==> src/rtl/shr_pkg.sv <==
package shr_pkg;
  localparam int BYTE_W = 8;
  localparam int EV_W   = 6;
  localparam int WID_W  = 4;

  localparam logic [1:0] A_STATUS = 2'd0;
  localparam logic [1:0] A_CTRL   = 2'd1;
  localparam logic [1:0] A_RXBUF  = 2'd2;
  localparam logic [1:0] A_TXBUF  = 2'd3;

  localparam int EV_RX   = 0;
  localparam int EV_TAKE = 1;
  localparam int EV_END  = 2;
  localparam int EV_TS   = 3;
  localparam int EV_JAB  = 4;
  localparam int EV_OVR  = 5;

  typedef enum logic [1:0] {
    M_INIT = 2'd0,
    M_IDLE = 2'd1,
    M_RCV  = 2'd2,
    M_XMIT = 2'd3
  } mode_e;
endpackage

==> src/rtl/shr_event_latch.sv <==
module shr_event_latch #(
  parameter int W = 6
) (
  input  logic         clk,
  input  logic         rst,
  input  logic [W-1:0] set_i,
  input  logic         clr_i,
  output logic [W-1:0] flags_o,
  output logic         irq_o
);
  logic [W-1:0] flags_q;
  logic [W-1:0] flags_d;
  logic         irq_q;

  // clear is applied first so that a same-cycle set always survives
  always_comb begin
    flags_d = clr_i ? '0 : flags_q;
    flags_d = flags_d | set_i;
  end

  always_ff @(posedge clk) begin
    if (rst) begin
      flags_q <= '0;
      irq_q   <= 1'b0;
    end else begin
      flags_q <= flags_d;
      irq_q   <= |flags_d;
    end
  end

  assign flags_o = flags_q;
  assign irq_o   = irq_q;
endmodule

==> src/rtl/shr_jabber_mon.sv <==
module shr_jabber_mon #(
  parameter int LIMIT = 1000
) (
  input  logic clk,
  input  logic rst,
  input  logic arm_i,
  input  logic sample_i,
  input  logic dom_i,
  output logic fire_o
);
  localparam int CW = $clog2(LIMIT + 1);
  localparam logic [CW-1:0] TOP  = CW'(LIMIT);
  localparam logic [CW-1:0] LAST = CW'(LIMIT - 1);

  logic [CW-1:0] cnt_q;

  always_ff @(posedge clk) begin
    if (rst || !arm_i) begin
      cnt_q <= '0;
    end else if (sample_i) begin
      if (!dom_i)
        cnt_q <= '0;
      else if (cnt_q != TOP)
        cnt_q <= cnt_q + 1'b1;
    end
  end

  assign fire_o = arm_i && sample_i && dom_i && (cnt_q == LAST);
endmodule

==> src/rtl/shr_mode_ctrl.sv <==
module shr_mode_ctrl
  import shr_pkg::*;
(
  input  logic  clk,
  input  logic  rst,
  input  logic  run_en_i,
  input  logic  xmit_req_i,
  input  logic  ch_active_i,
  input  logic  rx_start_i,
  input  logic  frame_end_i,
  output mode_e mode_o,
  output logic  xmit_ack_o
);
  mode_e mode_q;
  mode_e mode_d;
  logic  go_xmit;

  assign go_xmit = run_en_i && (mode_q == M_IDLE) && !rx_start_i
                   && xmit_req_i && !ch_active_i;

  always_comb begin
    mode_d = mode_q;
    if (!run_en_i) begin
      mode_d = M_INIT;
    end else begin
      unique case (mode_q)
        M_INIT: mode_d = M_IDLE;
        M_IDLE: begin
          if (rx_start_i)   mode_d = M_RCV;
          else if (go_xmit) mode_d = M_XMIT;
        end
        M_RCV, M_XMIT: if (frame_end_i) mode_d = M_IDLE;
        default: mode_d = M_INIT;
      endcase
    end
  end

  always_ff @(posedge clk) begin
    if (rst) mode_q <= M_INIT;
    else     mode_q <= mode_d;
  end

  assign mode_o     = mode_q;
  assign xmit_ack_o = go_xmit;
endmodule

==> src/rtl/shr_tx_holder.sv <==
module shr_tx_holder #(
  parameter int DW = 8
) (
  input  logic          clk,
  input  logic          rst,
  input  logic          wr_i,
  input  logic [DW-1:0] wdata_i,
  input  logic          take_i,
  output logic [DW-1:0] byte_o,
  output logic          avail_o,
  output logic          taken_o,
  output logic          overrun_o
);
  logic [DW-1:0] byte_q;
  logic          avail_q;
  logic          accept;

  assign taken_o   = take_i && avail_q;
  assign overrun_o = wr_i && avail_q && !take_i;
  assign accept    = wr_i && (!avail_q || take_i);

  always_ff @(posedge clk) begin
    if (rst) begin
      byte_q  <= '0;
      avail_q <= 1'b0;
    end else begin
      if (accept) begin
        byte_q  <= wdata_i;
        avail_q <= 1'b1;
      end else if (take_i) begin
        avail_q <= 1'b0;
      end
    end
  end

  assign byte_o  = byte_q;
  assign avail_o = avail_q;
endmodule

==> src/rtl/sublayer_host_regs.sv <==
module sublayer_host_regs
  import shr_pkg::*;
#(
  parameter int JAB_LIMIT = 1000
) (
  input  logic              clk,
  input  logic              rst,
  input  logic [1:0]        host_addr,
  input  logic              host_rd,
  input  logic              host_wr,
  input  logic [BYTE_W-1:0] host_wdata,
  output logic [BYTE_W-1:0] host_rdata,
  output logic              host_irq,
  input  logic              ch_active,
  input  logic              ch_noisy,
  input  logic              rx_load,
  input  logic [BYTE_W-1:0] rx_byte,
  input  logic [WID_W-1:0]  rx_width,
  input  logic              ts_load,
  input  logic [BYTE_W-1:0] ts_byte,
  input  logic              rx_start,
  input  logic              frame_end,
  input  logic              tx_take,
  output logic [BYTE_W-1:0] tx_byte,
  output logic              tx_avail,
  input  logic              line_sample,
  input  logic              line_dom,
  output logic [1:0]        mode
);
  logic [EV_W-1:0]   ev_set;
  logic [EV_W-1:0]   ev_flags;
  logic              stat_rd;
  logic              ctrl_wr;
  logic              tx_wr;
  logic              tx_taken;
  logic              tx_ovr;
  logic              jab_fire;
  logic              xmit_ack;
  logic              jab_arm;
  mode_e             mode_cur;
  logic [BYTE_W-1:0] ctrl_q;
  logic [BYTE_W-1:0] rxbuf_q;
  logic [BYTE_W-1:0] rx_pad;
  logic [BYTE_W-1:0] rdata_q;

  assign stat_rd = host_rd && (host_addr == A_STATUS);
  assign ctrl_wr = host_wr && (host_addr == A_CTRL);
  assign tx_wr   = host_wr && (host_addr == A_TXBUF);

  // leading-zero restoration: positions beyond the significant width read 0
  for (genvar g = 0; g < BYTE_W; g++) begin : g_pad
    assign rx_pad[g] = rx_byte[g] & (rx_width > WID_W'(g));
  end

  always_ff @(posedge clk) begin
    if (rst) begin
      rxbuf_q <= '0;
    end else if (rx_load) begin
      rxbuf_q <= rx_pad;
    end else if (ts_load) begin
      rxbuf_q <= ts_byte;
    end
  end

  always_ff @(posedge clk) begin
    if (rst) begin
      ctrl_q <= '0;
    end else if (ctrl_wr) begin
      ctrl_q <= host_wdata;
    end else if (xmit_ack) begin
      ctrl_q[1] <= 1'b0;
    end
  end

  always_ff @(posedge clk) begin
    if (rst) begin
      rdata_q <= '0;
    end else if (host_rd) begin
      unique case (host_addr)
        A_STATUS: rdata_q <= {ch_noisy, ch_active, ev_flags};
        A_CTRL:   rdata_q <= ctrl_q;
        A_RXBUF:  rdata_q <= rxbuf_q;
        default:  rdata_q <= '0;
      endcase
    end
  end

  always_comb begin
    ev_set          = '0;
    ev_set[EV_RX]   = rx_load;
    ev_set[EV_TAKE] = tx_taken;
    ev_set[EV_END]  = frame_end;
    ev_set[EV_TS]   = ts_load && !rx_load;
    ev_set[EV_JAB]  = jab_fire;
    ev_set[EV_OVR]  = tx_ovr;
  end

  assign jab_arm = (mode_cur == M_RCV) || (mode_cur == M_XMIT);

  shr_event_latch #(.W(EV_W)) ev_i (
    .clk     (clk),
    .rst     (rst),
    .set_i   (ev_set),
    .clr_i   (stat_rd),
    .flags_o (ev_flags),
    .irq_o   (host_irq)
  );

  shr_jabber_mon #(.LIMIT(JAB_LIMIT)) jab_i (
    .clk      (clk),
    .rst      (rst),
    .arm_i    (jab_arm),
    .sample_i (line_sample),
    .dom_i    (line_dom),
    .fire_o   (jab_fire)
  );

  shr_mode_ctrl mode_i (
    .clk         (clk),
    .rst         (rst),
    .run_en_i    (ctrl_q[0]),
    .xmit_req_i  (ctrl_q[1]),
    .ch_active_i (ch_active),
    .rx_start_i  (rx_start),
    .frame_end_i (frame_end),
    .mode_o      (mode_cur),
    .xmit_ack_o  (xmit_ack)
  );

  shr_tx_holder #(.DW(BYTE_W)) tx_i (
    .clk       (clk),
    .rst       (rst),
    .wr_i      (tx_wr),
    .wdata_i   (host_wdata),
    .take_i    (tx_take),
    .byte_o    (tx_byte),
    .avail_o   (tx_avail),
    .taken_o   (tx_taken),
    .overrun_o (tx_ovr)
  );

  assign host_rdata = rdata_q;
  assign mode       = mode_cur;
endmodule

==> config.mk <==
export PLATFORM = sky130hd
export DESIGN_NAME = sublayer_host_regs
export DESIGN_NICKNAME = d
export VERILOG_FILES = /design/src/rtl/shr_pkg.sv /design/src/rtl/shr_event_latch.sv /design/src/rtl/shr_jabber_mon.sv /design/src/rtl/shr_mode_ctrl.sv /design/src/rtl/shr_tx_holder.sv /design/src/rtl/sublayer_host_regs.sv
export SDC_FILE = /design/constraint.sdc
export NUM_CORES = 1
export LEC_CHECK = 0
export BUFFER_PORTS_ARGS = -buffer_cell sky130_fd_sc_hd__buf_4
export CORE_ASPECT_RATIO = 0.9
export CORE_MARGIN = 2
export CORE_UTILIZATION = 31
export DETAILED_ROUTE_END_ITERATION = 12
export GPL_ROUTABILITY_DRIVEN = 1
export PLACE_DENSITY = 0.56
export SLEW_MARGIN = 20
export SYNTH_ARGS = -nofsm -noshare
export SYNTH_HDL_FRONTEND = slang
export SYNTH_SLANG_ARGS = --single-unit
export TNS_END_PERCENT = 5
==> constraint.sdc <==
create_clock -name clk -period 3.1 [get_ports clk]
set_input_delay 0.775 -clock clk [delete_from_list [all_inputs] [get_ports clk]]
set_output_delay 0.775 -clock clk [all_outputs]
set_load 0.005 [all_outputs]
Word-level counts from Yosys, hierarchy flattened

Index checks and enable logic that the tools add are counted.

Multiplexer cells: 14
Order comparisons: 8
$add $sub $neg: 1
Equality and inequality tests: 11
Reduce and logical (&&, ||, !) cells: 34
Bitwise operators: 10

Operators with widths:

| kind                  | number |
|---|---|
| $pmux 8 s3            | 1 |
| $mux 10               | 2 |
| $gt 4x3->1 const B    | 4 |
| $mux 8                | 2 |
| $logic_and 1x1->1     | 15 |
| $add 10x1->10 const B | 1 |
| $eq 10x10->1 const B  | 1 |
| $ne 10x10->1 const B  | 1 |
| $and 1x1->1           | 8 |
| $eq 2x2->1 const B    | 4 |
| $gt 4x1->1 const B    | 2 |
| $gt 4x2->1 const B    | 2 |
| $logic_not 1->1       | 6 |
| $mux 2                | 3 |
| $mux 6                | 1 |
| $or 6x6->6            | 1 |
| $pmux 2 s3            | 1 |
| $reduce_bool 2->1     | 3 |
| $reduce_or 6->1       | 1 |
| $eq 2x1->1 const B    | 2 |
| $logic_not 2->1       | 2 |
| $mux 1                | 4 |
| $reduce_and 2->1      | 2 |
| $reduce_or 2->1       | 2 |
| 5 further kinds       | 7 |

Logic and storage cells: 88
Input bits: 43
Output and inout port bits: 20
Register bits after elaboration: 52

Logic depth before layout (Yosys ltp)

Gate-level depths: netlist (run 1).

Depth after elaboration: 8
Mapped depth: 6
Depth with buffers taken out: 6

By module

From an unflattened synthesis (run 1), not the netlist that was laid out.

Cells, all modules: 286
Area, all modules: 2,613.8 um2

Modules (own cells, without submodules):

| module             | times used | seq. area each (um2) | cells an instance | area an instance (um2) |
|---|---|---|---|---|
| sublayer_host_regs | 1          | 480.5                | 135               | 1,251.2 |
| shr_jabber_mon     | 1          | 200.2                | 73                | 603.1 |
| shr_tx_holder      | 1          | 180.2                | 41                | 420.4 |
| shr_event_latch    | 1          | 140.1                | 25                | 227.7 |
| shr_mode_ctrl      | 1          | 40.0                 | 12                | 111.4 |

Worst setup path after synthesis (run 1)

No wires, ideal clock.

Path type: input port to flip-flop
From: input port rst
To: register jab_i.cnt_q[4]
Slack: 1.269 ns
Arrival time: 1.757 ns
Required time: 3.026 ns
Stages: 5
Buffers on the path: 2
Library setup time: 0.074 ns
Cell sequence: clkbuf_1 -> nand2b_4 -> buf_4 -> or4_1 -> o21ai_0

Word-level cells in the longest chain between the ends: 1

Ends and longest elaborated chain:

| item                   | line                    | RTL |
|---|---|---|
| start: declaration     | sublayer_host_regs.sv:7 | `input logic rst,` |
| $logic_or 1x1->1       | shr_jabber_mon.sv:18    | `if (rst \|\| !arm_i) begin` |
| end signal: assignment | shr_jabber_mon.sv:24    | `cnt_q <= cnt_q + 1'b1;` |
| end: declaration       | shr_jabber_mon.sv:15    | `logic [CW-1:0] cnt_q;` |

No other way between the ends.
A chain may end at the register's enable or synchronous reset.

Worst setup path after layout (run 1)

From: register mode_i.mode_q[1], in the netlist mode_i.mode_o[1]
To: output port mode[1]

RTL lines:

| item                     | line                     | RTL |
|---|---|---|
| start: declaration       | shr_mode_ctrl.sv:14      | `mode_e mode_q;` |
| start signal: assignment | shr_mode_ctrl.sv:40      | `else mode_q <= mode_d;` |
| end: declaration         | sublayer_host_regs.sv:28 | `output logic [1:0] mode` |

No word-level cell between the ends.

==> results.tsv, run 1 <==
metric	value	unit
outcome	complete, no violations	
Vias/cell	5.01	
leading post-synthesis cells by cell area	dfxtp_1 42%, mux2i_1 8.9%, nor2_1 7.5%	
weighted congestion at the end of routability-driven global placement	0.828	
CTS buffer count	5	
overall track demand over capacity in global routing	0.142	
distinct cell type count after synthesis	47	
largest net degree at the start of global routing	45	
vias in the first global route	2004	
number of synthesized register bits	52	
number of ports placed on the die boundary	63	
Post-Route Skew	6.47	ps
Max Clock Freq	570	MHz
maximum fanout count along the critical path	8	
number of maximum-capacitance constraint violations	0	
leading cell types in the layout, fill and taps excluded	63 x buf_4, 52 x dfxtp_1, 49 x nor2_1	
count of synthesis-stage warnings from yosys	0	
Slew HR	0.647	
post-synthesis to final-layout area growth	25.3	%
mapped cell area	0.00247	mm^2
Final Slew Violations	0	
cell area after placement	0.00299	mm^2
fraction of the cycle the final worst path needs	0.566	
final count of hold timing violations	0	
cell count after synthesis	284	
largest area contributor in the netlist	dfxtp_1	
clock period minus worst slack	1750	ps
Max stage delay cell, worst path	dfxtp_1	
leakage component of the power	1.24	nW
source of the worst hold timing path	ctrl_q[5]	
design area	0.00309	mm^2
transition at the pin with the smallest max-transition slack	528	ps
number of design-rule violations left by the first detailed-router iteration	50	
antenna violations before repair	0	
xor-xnor portion of the synthesized cell area	0	
count of inserted antenna diode cells	0	
clock tree from TritonCTS	yes	
core outline area	0.00762	mm^2
Setup Crit Path Kind	reg -> out	
total vias in the final route	2181	
Starting Density	0.324	
combinational family with the most area after synthesis	simple AND/OR/NAND/NOR gates	
Worst path max stage delay	510	ps
CTS H-tree lvls	2	
proportion of layout cells with a drive suffix above 1	0.233	
chip width	98.1	um
total negative slack	0	ps
postcts setup bufs	0	
kind of launch point of the worst setup path	flip-flop	
DRC violation count after routing	0	
IO Port Bufs	62	
flip-flop cell with the highest count after synthesis	dfxtp_1	
final setup violating endpoints	0	
Synth Area in Compound Gates	0.193	
clock latency on the worst-skew pair	300	ps
Avg Synthesized Cell Area	8.69	um^2
IR drop worst, VDD	0.188	mV
kind of cell adding the most delay to the critical path	flip-flops	
number of buffers and inverters on the critical path	1	
Worst setup EP type	output port	
grt ovf	0	
launch point of the critical path	mode_i.mode_o[1]	
Req. time, crit path	2320	ps
Final nets	383	
number of synthesized flops with an enable pin	0	
average wire per cell in the routed design	14.1	um
detailed-router iteration count before antenna repair	4	
crit path cell chain	buf_4	
DRT Wirelength	6.14	mm
share of synthesized area spent on multiplexers	0.0998	
proportion of synthesized chip area in sequential cells	0.422	
maximum buffer depth of the clock tree	2	
cell area power density	432	mW/mm^2
clock slew at the register clock pins of the worst setup and hold paths	90	ps
setup repair after global routing missed its margin	no	
nets in the synthesized netlist	329	
CTS root buffer	clkbuf_8	
post-synthesis adder-cell area fraction	0.0101	
estimated wirelength of the detail-placed design	4.65	mm
number of nets with antenna violations after detailed routing	0	
hold_buf cts	0	
CTS resizes	0	
top-area cell type share of the netlist area	0.422	
die area	0.00869	mm^2
Post-Synth Simple-Gate Area	0.238	
leading cell type in the layout, fill and taps excluded	buf_4	
placement row count	30	
launch instance of the worst register-to-register path	jab_i.cnt_q[0]	
async set or reset register ratio after synthesis	0	
vertical extent of the die	88.7	um
CTS sink count	52	
critical path arrival	980	ps
type of the most critical hold path	reg -> reg	
wire length of the first global-routing pass	9.98	mm
## final cells by class
| cell class | instances | area (um^2) |
|---|---|---|
| inverter | 5 | 18.8 |
| clock buffer | 6 | 72.6 |
| multi-input combinational | 211 | 1330 |
| tap | 96 | 120 |
| fill | 793 | 4530 |
| sequential | 52 | 1040 |
| timing repair buffer | 63 | 473 |
| clock inverter | 2 | 35.0 |
## path summary, 6_finish.rpt
kind | endpoint | slack, ps | cells past startpoint
hold / removal | ctrl_q[5] | 460 | 2
hold reg to reg | ctrl_q[5] | 460 | 2
setup reg to reg | jab_i.cnt_q[7] | 1440 | 6
setup / recovery | mode[1] | 1350 | 1
## metrics by stage
| stage | util | hold WS (ps) | instances | power [mW] | setup WS (ps) |
|---|---|---|---|---|---|
| after global placement | 0.392 | 450 | 427 | 0.895 | 1120 |
| after global routing | 0.406 | 501 | 435 | 1.41 | 1280 |
| final | 0.406 | 460 | 435 | 1.34 | 1350 |
| after CTS | 0.406 | 463 | 435 | 1.36 | 1320 |
| after floorplan | - | 436 | 284 | 0.810 | 1270 |
| after detailed placement | 0.392 | 451 | 427 | 0.897 | 1100 |
## synth_stat cells, types with 2 or more instances
| library cell | count |
|---|---|
| nand3_1 | 4 |
| o21ai_0 | 9 |
| nand2_1 | 28 |
| mux2i_1 | 22 |
| clkbuf_1 | 10 |
| a22oi_1 | 2 |
| or4_1 | 5 |
| nor2_1 | 49 |
| dfxtp_1 | 52 |
| ha_1 | 2 |
| nand3b_4 | 2 |
| a31oi_1 | 7 |
| nand3b_1 | 3 |
| or3_1 | 2 |
| nor2b_1 | 7 |
| a211oi_1 | 13 |
| a21oi_1 | 26 |
| o211ai_1 | 3 |
| a41oi_1 | 2 |
| buf_2 | 3 |
| o21a_1 | 2 |
| and3_1 | 2 |
| inv_1 | 5 |
## flip-flops by register name, summed over array words and instances (netlist names)
name	count
tx_i.byte_o	8
ev_i.flags_o	6
ctrl_q	8
jab_i.cnt_q	10
mode_i.mode_o	2
host_rdata	8
tx_i.avail_o	1
rxbuf_q	8
ev_i.irq_o	1
## layer usage
metal	share of wire	global-route usage
met1	0.49	0.204
met2	0.46	0.217
met3	0.044	0.0316
met4	0.0062	0.0341
met5	0	0
## kinds of logic after synthesis
group / Yosys count
buf+inv: 21
fa+ha+maj: 2
mux: 24
compound gates: 71
simple gates: 114
flops: 52
## report_power, final
group	total (mW)	internal (mW)	leakage [nW]	switching, mW
combinational	0.171	0.0880	0.764	0.0832
sequential	0.708	0.692	0.425	0.0155
clock	0.458	0.240	0.0552	0.218
(Power assumes the default switching activity.)
==> inputs of run 2 (changes only) <==
==> constraint.sdc (replaced) <==
create_clock -name clk -period 1.7 [get_ports clk]
set_input_delay 0.425 -clock clk [delete_from_list [all_inputs] [get_ports clk]]
set_output_delay 0.425 -clock clk [all_outputs]
set_load 0.005 [all_outputs]
==> results.tsv, run 2 (same netlist as run 1, synthesis figures left out) <==
metric	value	unit	change
hold_buf cts	0		unchanged
CTS resizes	0		unchanged
antenna violations before repair	0		unchanged
total vias in the final route	2207		+1.2%
outcome	complete, no violations		
flip-flop count of the largest register after layout	10		unchanged
number of ports placed on the die boundary	63		unchanged
wire length of the first global-routing pass	9.83	mm	-1.5%
overall track demand over capacity in global routing	0.141		-0.000821
Worst setup EP type	flip-flop		
type of the most critical hold path	in -> reg		
vias in the first global route	2008		+0.20%
Max Clock Freq	638	MHz	
CTS buffer count	5		unchanged
grt ovf	0		unchanged
estimated wirelength of the detail-placed design	4.64	mm	-0.21%
DRT Wirelength	6.11	mm	-0.52%
most used routing layer	met2		
maximum buffer depth of the clock tree	2		unchanged
setup repair after global routing missed its margin	no		
Worst path max stage delay	480	ps	-30 ps
Req. time, crit path	1930	ps	-390 ps
number of nets with antenna violations after detailed routing	0		unchanged
number of buffers and inverters on the critical path	1		unchanged
vertical extent of the die	88.7	um	unchanged
core outline area	0.00762	mm^2	unchanged
final setup violating endpoints	0		unchanged
cell area after placement	0.00305	mm^2	+2.0%
Filler Cells Inserted	811		+2.3%
Max stage delay cell, worst path	or4_1		
DRC violation count after routing	0		unchanged
design area	0.00314	mm^2	+1.3%
clock tree from TritonCTS	yes		
chip width	98.1	um	unchanged
critical path arrival	1800	ps	+820 ps
Slew HR	0.758		+0.110
met2 track demand over resource	0.218		+0.00125
final count of hold timing violations	0		unchanged
Post-Route Skew	5.57	ps	-0.904 ps
number of design-rule violations left by the first detailed-router iteration	57		+14%
maximum fanout count along the critical path	7		-1
IO Port Bufs	62		unchanged
IR drop worst, VDD	0.362	mV	+92%
crit path cell chain	inv_1 > ha_1 > nand3b_4 > o311ai_4 > or4_1 > a31oi_1		
clock latency on the worst-skew pair	300	ps	about the same
transition at the pin with the smallest max-transition slack	360	ps	-168 ps
kind of cell adding the most delay to the critical path	simple AND/OR/NAND/NOR gates		
leading cell type in the layout, fill and taps excluded	buf_4		
register area	0.00104	mm^2	+0.12%
die area	0.00869	mm^2	unchanged
total negative slack	0	ps	unchanged
clock slew at the register clock pins of the worst setup and hold paths	100	ps	about the same
count of inserted antenna diode cells	0		unchanged
leading cell types in the layout, fill and taps excluded	71 x buf_4, 51 x dfxtp_1, 49 x nor2_1		
weighted congestion at the end of routability-driven global placement	0.813		-1.8%
placement row count	30		unchanged
clock period minus worst slack	1570	ps	
Vias/cell	4.98		-0.64%
proportion of layout cells with a drive suffix above 1	0.256		+0.0234
average wire per cell in the routed design	13.8	um	-2.3%
GR Layer Usage met1	0.201		-0.00306
detailed-router iteration count before antenna repair	4		unchanged
postcts setup bufs	0		unchanged
CTS sink count	52		unchanged
kind of launch point of the worst setup path	flip-flop		
cell area power density	739	mW/mm^2	+71%
Setup Crit Path Kind	reg -> reg		
CTS H-tree lvls	2		unchanged
area of combinational cells with multiple inputs	0.00133	mm^2	unchanged
met3 track utilization from global routing	0.0292		-0.00237
largest net degree at the start of global routing	28		-38%
Final nets	391		+2.1%
leakage component of the power	1.28	nW	+2.6%
Starting Density	0.324		unchanged
fraction of the cycle the final worst path needs	0.922		
number of maximum-capacitance constraint violations	0		unchanged
Final Slew Violations	0		unchanged
most flop-heavy register	jab_i.cnt_q		
CTS root buffer	clkbuf_8		
post-synthesis to final-layout area growth	27.0	%	
## run 2: layout make-up
type / count / area share
multi-input cells: 211 / 0.425
well taps: 96 / 0.0383
repair buffers: 71 / 0.170
flip-flops and latches: 52 / 0.332
clock buffers: 5 / 0.0219
clock inverters: 3 / 0.00599
inverters: 5 / 0.00599
## run 2: layer usage
layer	part of all wire	up-vias
met3	0.036	6
met2	0.45	39
li1	-	1142
met5	0	-
met1	0.51	1020
met4	0.0079	0
## run 2: power breakdown
group / switching, mW / internal [mW] / total, mW / leakage (nW)
combinational: 0.155 / 0.171 / 0.325 / 0.803
sequential: 0.0256 / 1.26 / 1.29 / 0.425
clock: 0.415 / 0.288 / 0.703 / 0.0479
## run 2: per-stage QoR
stage	setup slack [ps]	hold WS [ps]	power, mW	utilization	std cells
final	132	359	2.32	0.411	443
after global routing	33.0	350	2.45	0.411	443
after CTS	82.5	355	2.36	0.411	443
after detailed placement	104	448	1.65	0.400	435
after global placement	133	450	1.64	0.400	435
after floorplan	199	436	1.48	-	284
## run 2: worst register-to-register path: cells and delay by family, from the launching register on
family | cells | cell delay [ps]
compound gates | 2 | 250
fa+ha+maj | 1 | 210
buf+inv | 1 | 70
flops | 1 | 380
simple gates | 2 | 590
## run 2: final timing paths
check / start / end / slack [ps] / depth (start not counted)
setup / recovery: jab_i.cnt_q[1] / jab_i.cnt_q[7] / 130 / 6
hold / removal: host_wdata[5] / tx_i.byte_o[5] / 360 / 3
setup reg to reg: jab_i.cnt_q[1] / jab_i.cnt_q[7] / 130 / 6
hold reg to reg: ctrl_q[5] / ctrl_q[5] / 460 / 2
